--- src/rtl/settle_pkg.sv ---
package settle_pkg;
  localparam longint unsigned LANE_LO   = 64'd80_000_000;
  localparam longint unsigned LANE_HI   = 64'd1_500_000_000;
  localparam longint unsigned BAND_SLOW = 64'd250_000_000;
  localparam longint unsigned BAND_MID  = 64'd500_000_000;
  localparam int unsigned     SETTLE_BASE = 225; // 85 + 140 ns

  typedef enum logic [2:0] {
    S_IDLE, S_CHK, S_KB, S_U6, S_U10, S_PER, S_Q, S_FIN
  } calc_st_t;
endpackage

--- src/rtl/settle_div.sv ---
module settle_div #(
  parameter int DW = 32
) (
  input  logic          clk,
  input  logic          rst_n,
  input  logic          go,
  input  logic [DW-1:0] num,
  input  logic [DW-1:0] den,
  output logic          fin,
  output logic [DW-1:0] quo
);
  localparam int CNTW = $clog2(DW + 1);

  logic [DW:0]   rem_q;
  logic [DW-1:0] quo_q, den_q, num_q;
  logic [CNTW-1:0] cnt_q;
  logic          run_q;
  logic [DW:0]   rem_sh;
  logic          fits;

  assign rem_sh = {rem_q[DW-1:0], quo_q[DW-1]};
  assign fits   = rem_sh >= {1'b0, den_q};

  always_ff @(posedge clk or negedge rst_n) begin
    if (!rst_n) begin
      rem_q <= '0; quo_q <= '0; den_q <= '0; num_q <= '0;
      cnt_q <= '0; run_q <= 1'b0; fin <= 1'b0;
    end else begin
      fin <= 1'b0;
      if (go) begin
        rem_q <= '0;
        quo_q <= num;
        num_q <= num;
        den_q <= den;
        cnt_q <= CNTW'(DW);
        run_q <= 1'b1;
      end else if (run_q) begin
        rem_q <= fits ? (rem_sh - {1'b0, den_q}) : rem_sh;
        quo_q <= {quo_q[DW-2:0], fits};
        cnt_q <= cnt_q - 1'b1;
        if (cnt_q == CNTW'(1)) begin
          run_q <= 1'b0;
          fin   <= 1'b1;
        end
      end
    end
  end

  assign quo = quo_q;

  AST_DIV_EXACT: assert property (@(posedge clk) disable iff (!rst_n)
    (fin && den_q != '0) |->
      ({32'd0, quo_q} * {32'd0, den_q} <= {32'd0, num_q}) &&
      (({32'd0, quo_q} + 1) * {32'd0, den_q} > {32'd0, num_q}));
endmodule

--- src/rtl/settle_table.sv ---
module settle_table #(
  parameter int DW = 32,
  parameter int CW = 8
) (
  input  logic [DW-1:0] lane,
  output logic [CW-1:0] tcode
);
  import settle_pkg::*;

  always_comb begin
    if (lane < DW'(BAND_SLOW))      tcode = CW'(11);
    else if (lane < DW'(BAND_MID))  tcode = CW'(8);
    else                            tcode = CW'(6);
  end
endmodule

--- src/rtl/settle_calc.sv ---
module settle_calc #(
  parameter int DW = 32,
  parameter int CW = 8
) (
  input  logic          clk,
  input  logic          rst_n,
  input  logic          start,
  input  logic          use_table,
  input  logic [DW-1:0] lane_rate,
  input  logic [DW-1:0] esc_rate,
  output logic          busy,
  output logic          done,
  output logic [CW-1:0] code,
  output logic          err,
  output logic          warn
);
  import settle_pkg::*;

  localparam logic [DW-1:0] CMAX   = DW'((64'd1 << CW) - 1);
  localparam logic [DW-1:0] K_KILO = DW'(1000);
  localparam logic [DW-1:0] K_U6   = DW'(6_000_000);
  localparam logic [DW-1:0] K_U10  = DW'(10_000_000);
  localparam logic [DW-1:0] K_NS   = DW'(1_000_000_000);

  calc_st_t      st_q;
  logic [DW-1:0] lr_q, er_q, kb_q, u6_q, u10_q;
  logic          tbl_q;
  logic          go_q;
  logic [DW-1:0] num_q, den_q;
  logic          dv_fin;
  logic [DW-1:0] dv_quo;
  logic [CW-1:0] tbl_code;
  logic          out_band;
  logic [DW-1:0] target;
  logic [DW-1:0] qm1;

  settle_div #(.DW(DW)) u_div (
    .clk(clk), .rst_n(rst_n), .go(go_q), .num(num_q), .den(den_q),
    .fin(dv_fin), .quo(dv_quo)
  );

  settle_table #(.DW(DW), .CW(CW)) u_tbl (.lane(lr_q), .tcode(tbl_code));

  assign out_band = (lr_q < DW'(LANE_LO)) || (lr_q > DW'(LANE_HI));
  assign target   = (DW'(SETTLE_BASE) + u6_q + u10_q) >> 1;
  assign qm1      = dv_quo - 1'b1;
  assign busy     = (st_q != S_IDLE);

  always_ff @(posedge clk or negedge rst_n) begin
    if (!rst_n) begin
      st_q <= S_IDLE;
      lr_q <= '0; er_q <= '0; tbl_q <= 1'b0;
      kb_q <= '0; u6_q <= '0; u10_q <= '0;
      go_q <= 1'b0; num_q <= '0; den_q <= '0;
      done <= 1'b0; code <= '0; err <= 1'b0; warn <= 1'b0;
    end else begin
      go_q <= 1'b0;
      done <= 1'b0;
      unique case (st_q)
        S_IDLE: if (start) begin
          lr_q <= lane_rate; er_q <= esc_rate; tbl_q <= use_table;
          st_q <= S_CHK;
        end
        S_CHK: begin
          if (out_band || (!tbl_q && er_q == '0)) begin
            code <= '0; err <= 1'b1; warn <= 1'b0; st_q <= S_FIN;
          end else if (tbl_q) begin
            code <= tbl_code; err <= 1'b0; warn <= 1'b0; st_q <= S_FIN;
          end else begin
            go_q <= 1'b1; num_q <= lr_q; den_q <= K_KILO; st_q <= S_KB;
          end
        end
        S_KB: if (dv_fin) begin
          kb_q <= dv_quo;
          go_q <= 1'b1; num_q <= K_U6; den_q <= dv_quo; st_q <= S_U6;
        end
        S_U6: if (dv_fin) begin
          u6_q <= dv_quo;
          go_q <= 1'b1; num_q <= K_U10; den_q <= kb_q; st_q <= S_U10;
        end
        S_U10: if (dv_fin) begin
          u10_q <= dv_quo;
          go_q <= 1'b1; num_q <= K_NS; den_q <= er_q; st_q <= S_PER;
        end
        S_PER: if (dv_fin) begin
          go_q <= 1'b1; num_q <= target; den_q <= dv_quo; st_q <= S_Q;
        end
        S_Q: if (dv_fin) begin
          err <= 1'b0;
          if (dv_quo == '0) begin
            code <= '0; warn <= 1'b1;
          end else if (qm1 > CMAX) begin
            code <= CW'(CMAX); warn <= 1'b1;
          end else begin
            code <= CW'(qm1); warn <= 1'b0;
          end
          st_q <= S_FIN;
        end
        S_FIN: begin
          done <= 1'b1;
          st_q <= S_IDLE;
        end
        default: st_q <= S_IDLE;
      endcase
    end
  end

  AST_DONE_ONE_CYCLE: assert property (@(posedge clk) disable iff (!rst_n)
    done |=> !done);
  AST_RESULT_HELD: assert property (@(posedge clk) disable iff (!rst_n)
    (st_q == S_IDLE && $past(st_q == S_IDLE)) |-> ($stable(code) && $stable(err) && $stable(warn)));
  AST_ERR_CLEAN: assert property (@(posedge clk) disable iff (!rst_n)
    (done && err) |-> (code == '0 && !warn));
  AST_BAND_OK: assert property (@(posedge clk) disable iff (!rst_n)
    (done && !err) |-> (lr_q >= DW'(LANE_LO) && lr_q <= DW'(LANE_HI)));
  AST_ESC_ZERO: assert property (@(posedge clk) disable iff (!rst_n)
    (done && !tbl_q && er_q == '0) |-> err);
  AST_TABLE_SET: assert property (@(posedge clk) disable iff (!rst_n)
    (done && tbl_q && !err) |-> (code == CW'(11) || code == CW'(8) || code == CW'(6)));
  AST_CAPTURE_HOLD: assert property (@(posedge clk) disable iff (!rst_n)
    (busy && $past(busy)) |-> ($stable(lr_q) && $stable(er_q) && $stable(tbl_q)));
endmodule

--- config.mk ---
export PLATFORM = sky130hd
export DESIGN_NAME = settle_calc
export DESIGN_NICKNAME = d
export VERILOG_FILES = /design/src/rtl/settle_pkg.sv /design/src/rtl/settle_div.sv /design/src/rtl/settle_table.sv /design/src/rtl/settle_calc.sv
export SDC_FILE = /design/constraint.sdc
export NUM_CORES = 1
export LEC_CHECK = 0
export BUFFER_PORTS_ARGS = -buffer_cell sky130_fd_sc_hd__buf_2
export CAP_MARGIN = 10
export CORE_MARGIN = 2
export CORE_UTILIZATION = 56
export CTS_CLUSTER_DIAMETER = 100
export CTS_CLUSTER_SIZE = 24
export DETAILED_ROUTE_END_ITERATION = 10
export HOLD_SLACK_MARGIN = 0.02
export PLACE_DENSITY_LB_ADDON = 0.1
export SYNTH_ARGS = -nofsm -noshare
export SYNTH_HDL_FRONTEND = slang
export SYNTH_HIERARCHICAL = 1
export SYNTH_SLANG_ARGS = --single-unit
--- constraint.sdc ---
create_clock -name clk -period 3.75 [get_ports clk]
set_input_delay 0.1875 -clock clk [delete_from_list [all_inputs] [get_ports clk]]
set_output_delay 0.1875 -clock clk [all_outputs]
set_load 0.02 [all_outputs]
After elaboration in Yosys (flattened, before gate mapping)

Cells that the tools add are included.

Output and inout bits: 12
Input port bits: 68
Register bits after elaboration: 344
Word-level logic and storage cells: 128

Mux-type cells: 57
Equality and inequality tests: 18
$add $sub $neg: 5
Order comparisons: 6
Reduce and logical (&&, ||, !) cells: 22

Operators by type and width:

| kind                                                                    | number |
|---|---|
| 32-bit 2-to-1 mux                                                       | 16 |
| 32-bit one-hot mux with 5 select lines                                  | 1 |
| 32-bit one-hot mux with 4 select lines                                  | 1 |
| 32-bit zero test                                                        | 2 |
| 8-bit 2-to-1 mux                                                        | 6 |
| 33-bit by 32-bit greater-or-equal comparator with 1-bit output          | 1 |
| 32-bit adder                                                            | 1 |
| 8-bit by 32-bit adder with 32-bit output (first input constant)         | 1 |
| 32-bit by 31-bit > comparator with 1-bit output (second input constant) | 1 |
| 32-bit by 8-bit > comparator with 1-bit output (second input constant)  | 1 |
| 32-bit by 27-bit < comparator with 1-bit output (second input constant) | 1 |
| 32-bit by 28-bit < comparator with 1-bit output (second input constant) | 1 |
| 32-bit by 29-bit < comparator with 1-bit output (second input constant) | 1 |
| 32-bit by 1-bit subtractor with 32-bit output (second input constant)   | 1 |
| 32-bit subtractor                                                       | 1 |
| 3-bit 2-to-1 mux                                                        | 8 |
| 3-bit one-hot mux with 8 select lines                                   | 1 |
| 1-bit 2-to-1 mux                                                        | 17 |
| 8-bit one-hot mux with 2 select lines                                   | 1 |
| 3-bit == test (second input constant)                                   | 4 |
| 6-bit 2-to-1 mux                                                        | 2 |
| 2-bit by 1-bit != test with 1-bit output (second input constant)        | 6 |
| 6-bit AND reduction                                                     | 2 |
| 2-bit AND reduction                                                     | 4 |
| 20 further kinds                                                        | 27 |

Logic depth before layout (Yosys ltp)

Depth after elaboration: 6
Mapped depth: 14

Modules after synthesis

Netlist, hierarchy kept.

Modules (own cells, without submodules):

| module       | times used | sequential area each (um^2) | cells an instance | area an instance (um^2) |
|---|---|---|---|---|
| settle_calc  | 1          | 6005.8                      | 1153              | 12473.2 |
| settle_div   | 1          | 2602.5                      | 750               | 6362.4 |
| settle_table | 1          | 0.0                         | 36                | 244.0 |

Worst setup path before layout

No wires, ideal clock.

Path type: register to register
Start point: reg u6_q[1]
End point: reg num_q[28]
Data arrival time: 3.084 ns
Slack: 0.532 ns
Stages on the path, launching flop included: 13
Buffers on the path: 0
Path through: dfrtp_1 ha_1 ha_1 inv_1 fa_1 nand2b_1 a21oi_1 o21ai_0 a2111oi_0 o21ai_0 o31ai_1 mux2i_1 a31oi_1

Word-level cells in the longest chain between the ends: 4

Ends and longest elaborated chain:

| what                                     | line              | RTL |
|---|---|---|
| start, declared                          | settle_calc.sv:26 | `logic [DW-1:0] lr_q, er_q, kb_q, u6_q, u10_q;` |
| start signal, assigned                   | settle_calc.sv:78 | `u6_q <= dv_quo;` |
| 8-bit by 32-bit adder with 32-bit output | settle_calc.sv:45 | `assign target = (DW'(SETTLE_BASE) + u6_q + u10_q) >> 1;` |
| 32-bit adder                             | settle_calc.sv:45 |  |
| 32-bit 2-to-1 mux                        | settle_calc.sv:85 | `S_PER: if (dv_fin) begin` |
| 32-bit one-hot mux with 5 select lines   | settle_calc.sv:59 | `unique case (st_q)` |
| end signal, assigned                     | settle_calc.sv:54 | `go_q <= 1'b0; num_q <= '0; den_q <= '0;` |
| end signal, assigned                     | settle_calc.sv:83 | `go_q <= 1'b1; num_q <= K_NS; den_q <= er_q; st_q <= S_PER;` |
| end signal, assigned                     | settle_calc.sv:86 | `go_q <= 1'b1; num_q <= target; den_q <= dv_quo; st_q <= S_Q;` |
| end, declared                            | settle_calc.sv:29 | `logic [DW-1:0] num_q, den_q;` |

Every way passes these cells. The select of a mux whose other input is x is not followed.
A chain may end at the register's enable or synchronous reset.

Final worst setup path

Start point: reg u10_q[5]
End point: reg num_q[29]

Word-level cells in the longest chain between the ends: 3

Ends and longest elaborated chain:

| what                                   | line              | RTL |
|---|---|---|
| start, declared                        | settle_calc.sv:26 |  |
| start signal, assigned                 | settle_calc.sv:82 | `u10_q <= dv_quo;` |
| 32-bit adder                           | settle_calc.sv:45 |  |
| 32-bit 2-to-1 mux                      | settle_calc.sv:85 |  |
| 32-bit one-hot mux with 5 select lines | settle_calc.sv:59 |  |

Every way passes these cells. The select of a mux whose other input is x is not followed.

==> results.py <==
metrics = {
    "clocking": {
        "cts_root_buf": "clkbuf_16",
        "cts_setup_buffers": 0,
        "cts_tree": "done",
        "worstSkewPairLatency_ns": 0.53,
        "cts.path.max_buffers": 3,
        "clock-sinks": 344,
        "cts_max_level": 1,
        "cts.reportedPaths.clkPinSlew_ns": 0.09,
        "numCtsBuffers": 18,
    },
    "worst_setup_path": {
        "r2r-start": "u10_q[5]",
        "r2r_setup_slack_ns": 0.25,
        "reg2regPathDepth": 12,
        "crit_type": "reg -> reg",
        "r2r_end": "num_q[29]",
        "path_max_fanout": 5,
        "end_kind": "flop",
        "cpMaxStageDelayCell": "o31ai_1",
        "crit_arrival_ns": 3.92,
        "cpPeakStageDelay_ns": 0.78,
        "startpoint_type": "flop",
        "cp.required_ns": 4.16,
        "worstPathCellList": "inv_1, ha_1, inv_1, ha_1, o211ai_1, o211ai_1, a21boi_0, o31ai_1, a31oi_1, a221oi_1, nor3_1, o32a_1",
        "crit_end": "num_q[29]",
        "crit_start": "u10_q[5]",
    },
    "timing": {
        "maxSlewHeadroom": 0.248,
        "setup_viol": 0,
        "drv_slew": 0,
        "final.setup_skew_ns": 0.0253,
        "rsz0062_at_grt": "false",
        "hold_violations": 0,
        "min_period_ns": 3.50,
        "finalWorstSetupSlack_ns": 0.248,
        "worst_slew_pin_slew_ns": 1.12,
        "timing.final.crit_share": 0.934,
        "fmax_ghz": 0.286,
        "tns_ns": 0,
    },
    "placement": {
        "post-place-ws_ns": 0.0709,
        "dp_hpwl_um": 33800,
        "io_buffers": 79,
        "place_congestion": 0.922,
    },
    "die": {
        "die_w_um": 189,
        "start_util": 0.569,
        "ios": 80,
        "coreArea_mm2": 0.0335,
        "die_area_mm2": 0.0356,
        "fp.dieH_um": 189,
        "row_count": 67,
    },
    "hold_path": {
        "hold-path-cell-count": 3,
        "hp-class": "in -> reg",
    },
    "global_routing": {
        "grt_pass1_vias": 15000,
        "grt.total_usage": 0.277,
        "grt_max_degree": 105,
        "grt_pass1_wl_um": 79900,
        "overflow": 0,
        "grt_antenna_before_repair": 0,
    },
    "cells_and_area": {
        "post-route-util": 0.631,
        "drive_gt1_frac": 0.158,
        "final_cell_mix": "dfrtp_1, nand2_1, mux2_2, nor2_1, o21ai_0",
        "diodes": 0,
        "layout_commonest_cell": "dfrtp_1",
        "area_growth_syn_to_layout_pct": 10.9,
        "nNetsFinal": 2202,
    },
    "power": {
        "switching_share": 0.449,
        "power_frac_comb": 0.510,
        "switchingPower_uw": 8520,
        "p_int_uw": 10500,
        "total_power_uw": 19000,
        "p_leak_uw": 0.00976,
        "power.density_mw_per_mm2": 897,
        "pwr-share-clk": 0.117,
        "peakVddDrop_uv": 892,
        "power_frac_seq": 0.374,
    },
    "detailed_routing": {
        "via_per_inst": 6.15,
        "vias": 15300,
        "drc_errors": 0,
        "ant_nets": 0,
        "drtIter0Drc": 1329,
        "drt-total-wl_um": 48900,
        "wl_per_cell_um": 19.7,
        "dr.pass1.iters": 7,
    },
    "synth": {
        "syn_area_per_cell_um2": 9.84,
        "synth_cell_type_count": 75,
        "ys_ff_latch": 344,
        "synth-edff-count": 0,
        "yosys_warnings": 6,
        "netlist_instances": 1939,
        "async_reset_ff_frac": 1.00,
        "yosysSeqAreaShare": 0.451,
        "syn_area_mm2": 0.0191,
        "ys.flop_type": "dfrtp_1",
    },
    "run": {
        "maxCapViolCount": 0,
    },
    "status": {
        "outcome": "complete, no violations",
    },
}
==> sequential cells by signal, summed over array words and instances (netlist names) <==
signal,flops
den_q,32
er_q,32
kb_q,32
lr_q,32
num_q,32
u10_q,32
u6_q,32
u_div/den_q,32
u_div/quo,32
u_div/rem_q,32
code,8
u_div/cnt_q,6
st_q,3
done,1
err,1
go_q,1
tbl_q,1
u_div/fin,1
u_div/run_q,1
warn,1
==> power groups by stage <==
stage          Clock, uW  Sequential, uW  Combinational (uW)
2_1_floorplan          0            6310                7520
3_3_place_gp           0            7070                9320
3_5_place_dp           0            7130                9460
4_1_cts             2290            7060                9590
5_1_grt             2410            7320               10800
6_report            2220            7090                9670
==> cells in the mapped netlist (all sizes together) (26+ instances only) <==
master	n	area [um^2]
o21ai	140	704
nand3	41	205
a31oi	26	163
nand2	202	758
a222oi	33	330
nor2	155	584
mux2	157	1770
inv	77	289
ha	100	1250
clkbuf	86	323
a21oi	125	629
nor3	27	135
mux2i	37	370
a21o	28	210
xnor2	29	254
a311oi	33	289
dfrtp	344	8610
buf	28	153
==> worst min-delay path by stage <==
stage	start	end	slack (ns)
finish	start	st_q[0]	0.18
global route	start	st_q[0]	0.20
CTS	start	st_q[0]	0.14
detailed placement	rst_n	u_div/den_q[7]	0.32
global placement	rst_n	u_div/den_q[7]	0.31
floorplan	rst_n	code[0]	-0.11
==> timing repair <==
item | 4_1_cts | 5_1_grt
hold buffers | 66 | 0
setup endpoints to repair | 0 | 13
endpoints found under the hold margin | 165 | 0
resized for setup | 0 | 4
==> final cells by class <==
class | instances | area, um^2
Clock buffer | 22 | 487
Sequential cell | 344 | 8620
Inverter | 77 | 289
Clock inverter | 3 | 46.3
Tap cell | 448 | 561
Multi-Input combinational cell | 1407 | 9740
Timing Repair Buffer | 184 | 1420
Fill cell | 2812 | 12400
==> logic make-up after synthesis <==
group / count (synthesis) / synth area share
flip-flops: 344 / 0.451
multiplexers: 194 / 0.112
AO/OA/AOI/OAI: 494 / 0.169
buffers and inverters: 191 / 0.0401
XOR/XNOR: 47 / 0.0216
adder cells (fa/ha/maj): 102 / 0.0677
AND/OR/NAND/NOR: 566 / 0.138
other: 1 / 0.000197
==> per-stage QoR <==
stage / hold WS, ns / cell area (um^2) / std cells
CTS: 0.139 / 21100 / 2485
floorplan: -0.108 / 19100 / 1942
global route: 0.197 / 21200 / 2485
global placement: 0.309 / 20000 / 2394
detailed placement: 0.322 / 20000 / 2394
finish: 0.178 / 21200 / 2485
==> worst max-delay path, delay by kind of cell, from the launching register on <==
kind	cells	cell delay (ns)
DFF	1	0.36
buffers and inverters	2	0.08
adders and majority gates	2	0.59
and+or+nand+nor	1	0.09
AOI/OAI and AO/OA	7	2.26
==> metal layers <==
layer	up-vias	part of all wire	track usage
met4	0	0.028	0.0805
met3	81	0.050	0.0328
li1	7238	-	-
met1	7558	0.46	0.395
met5	-	0	0
met2	413	0.46	0.449
Note: power is estimated with default switching activity, not from simulation.
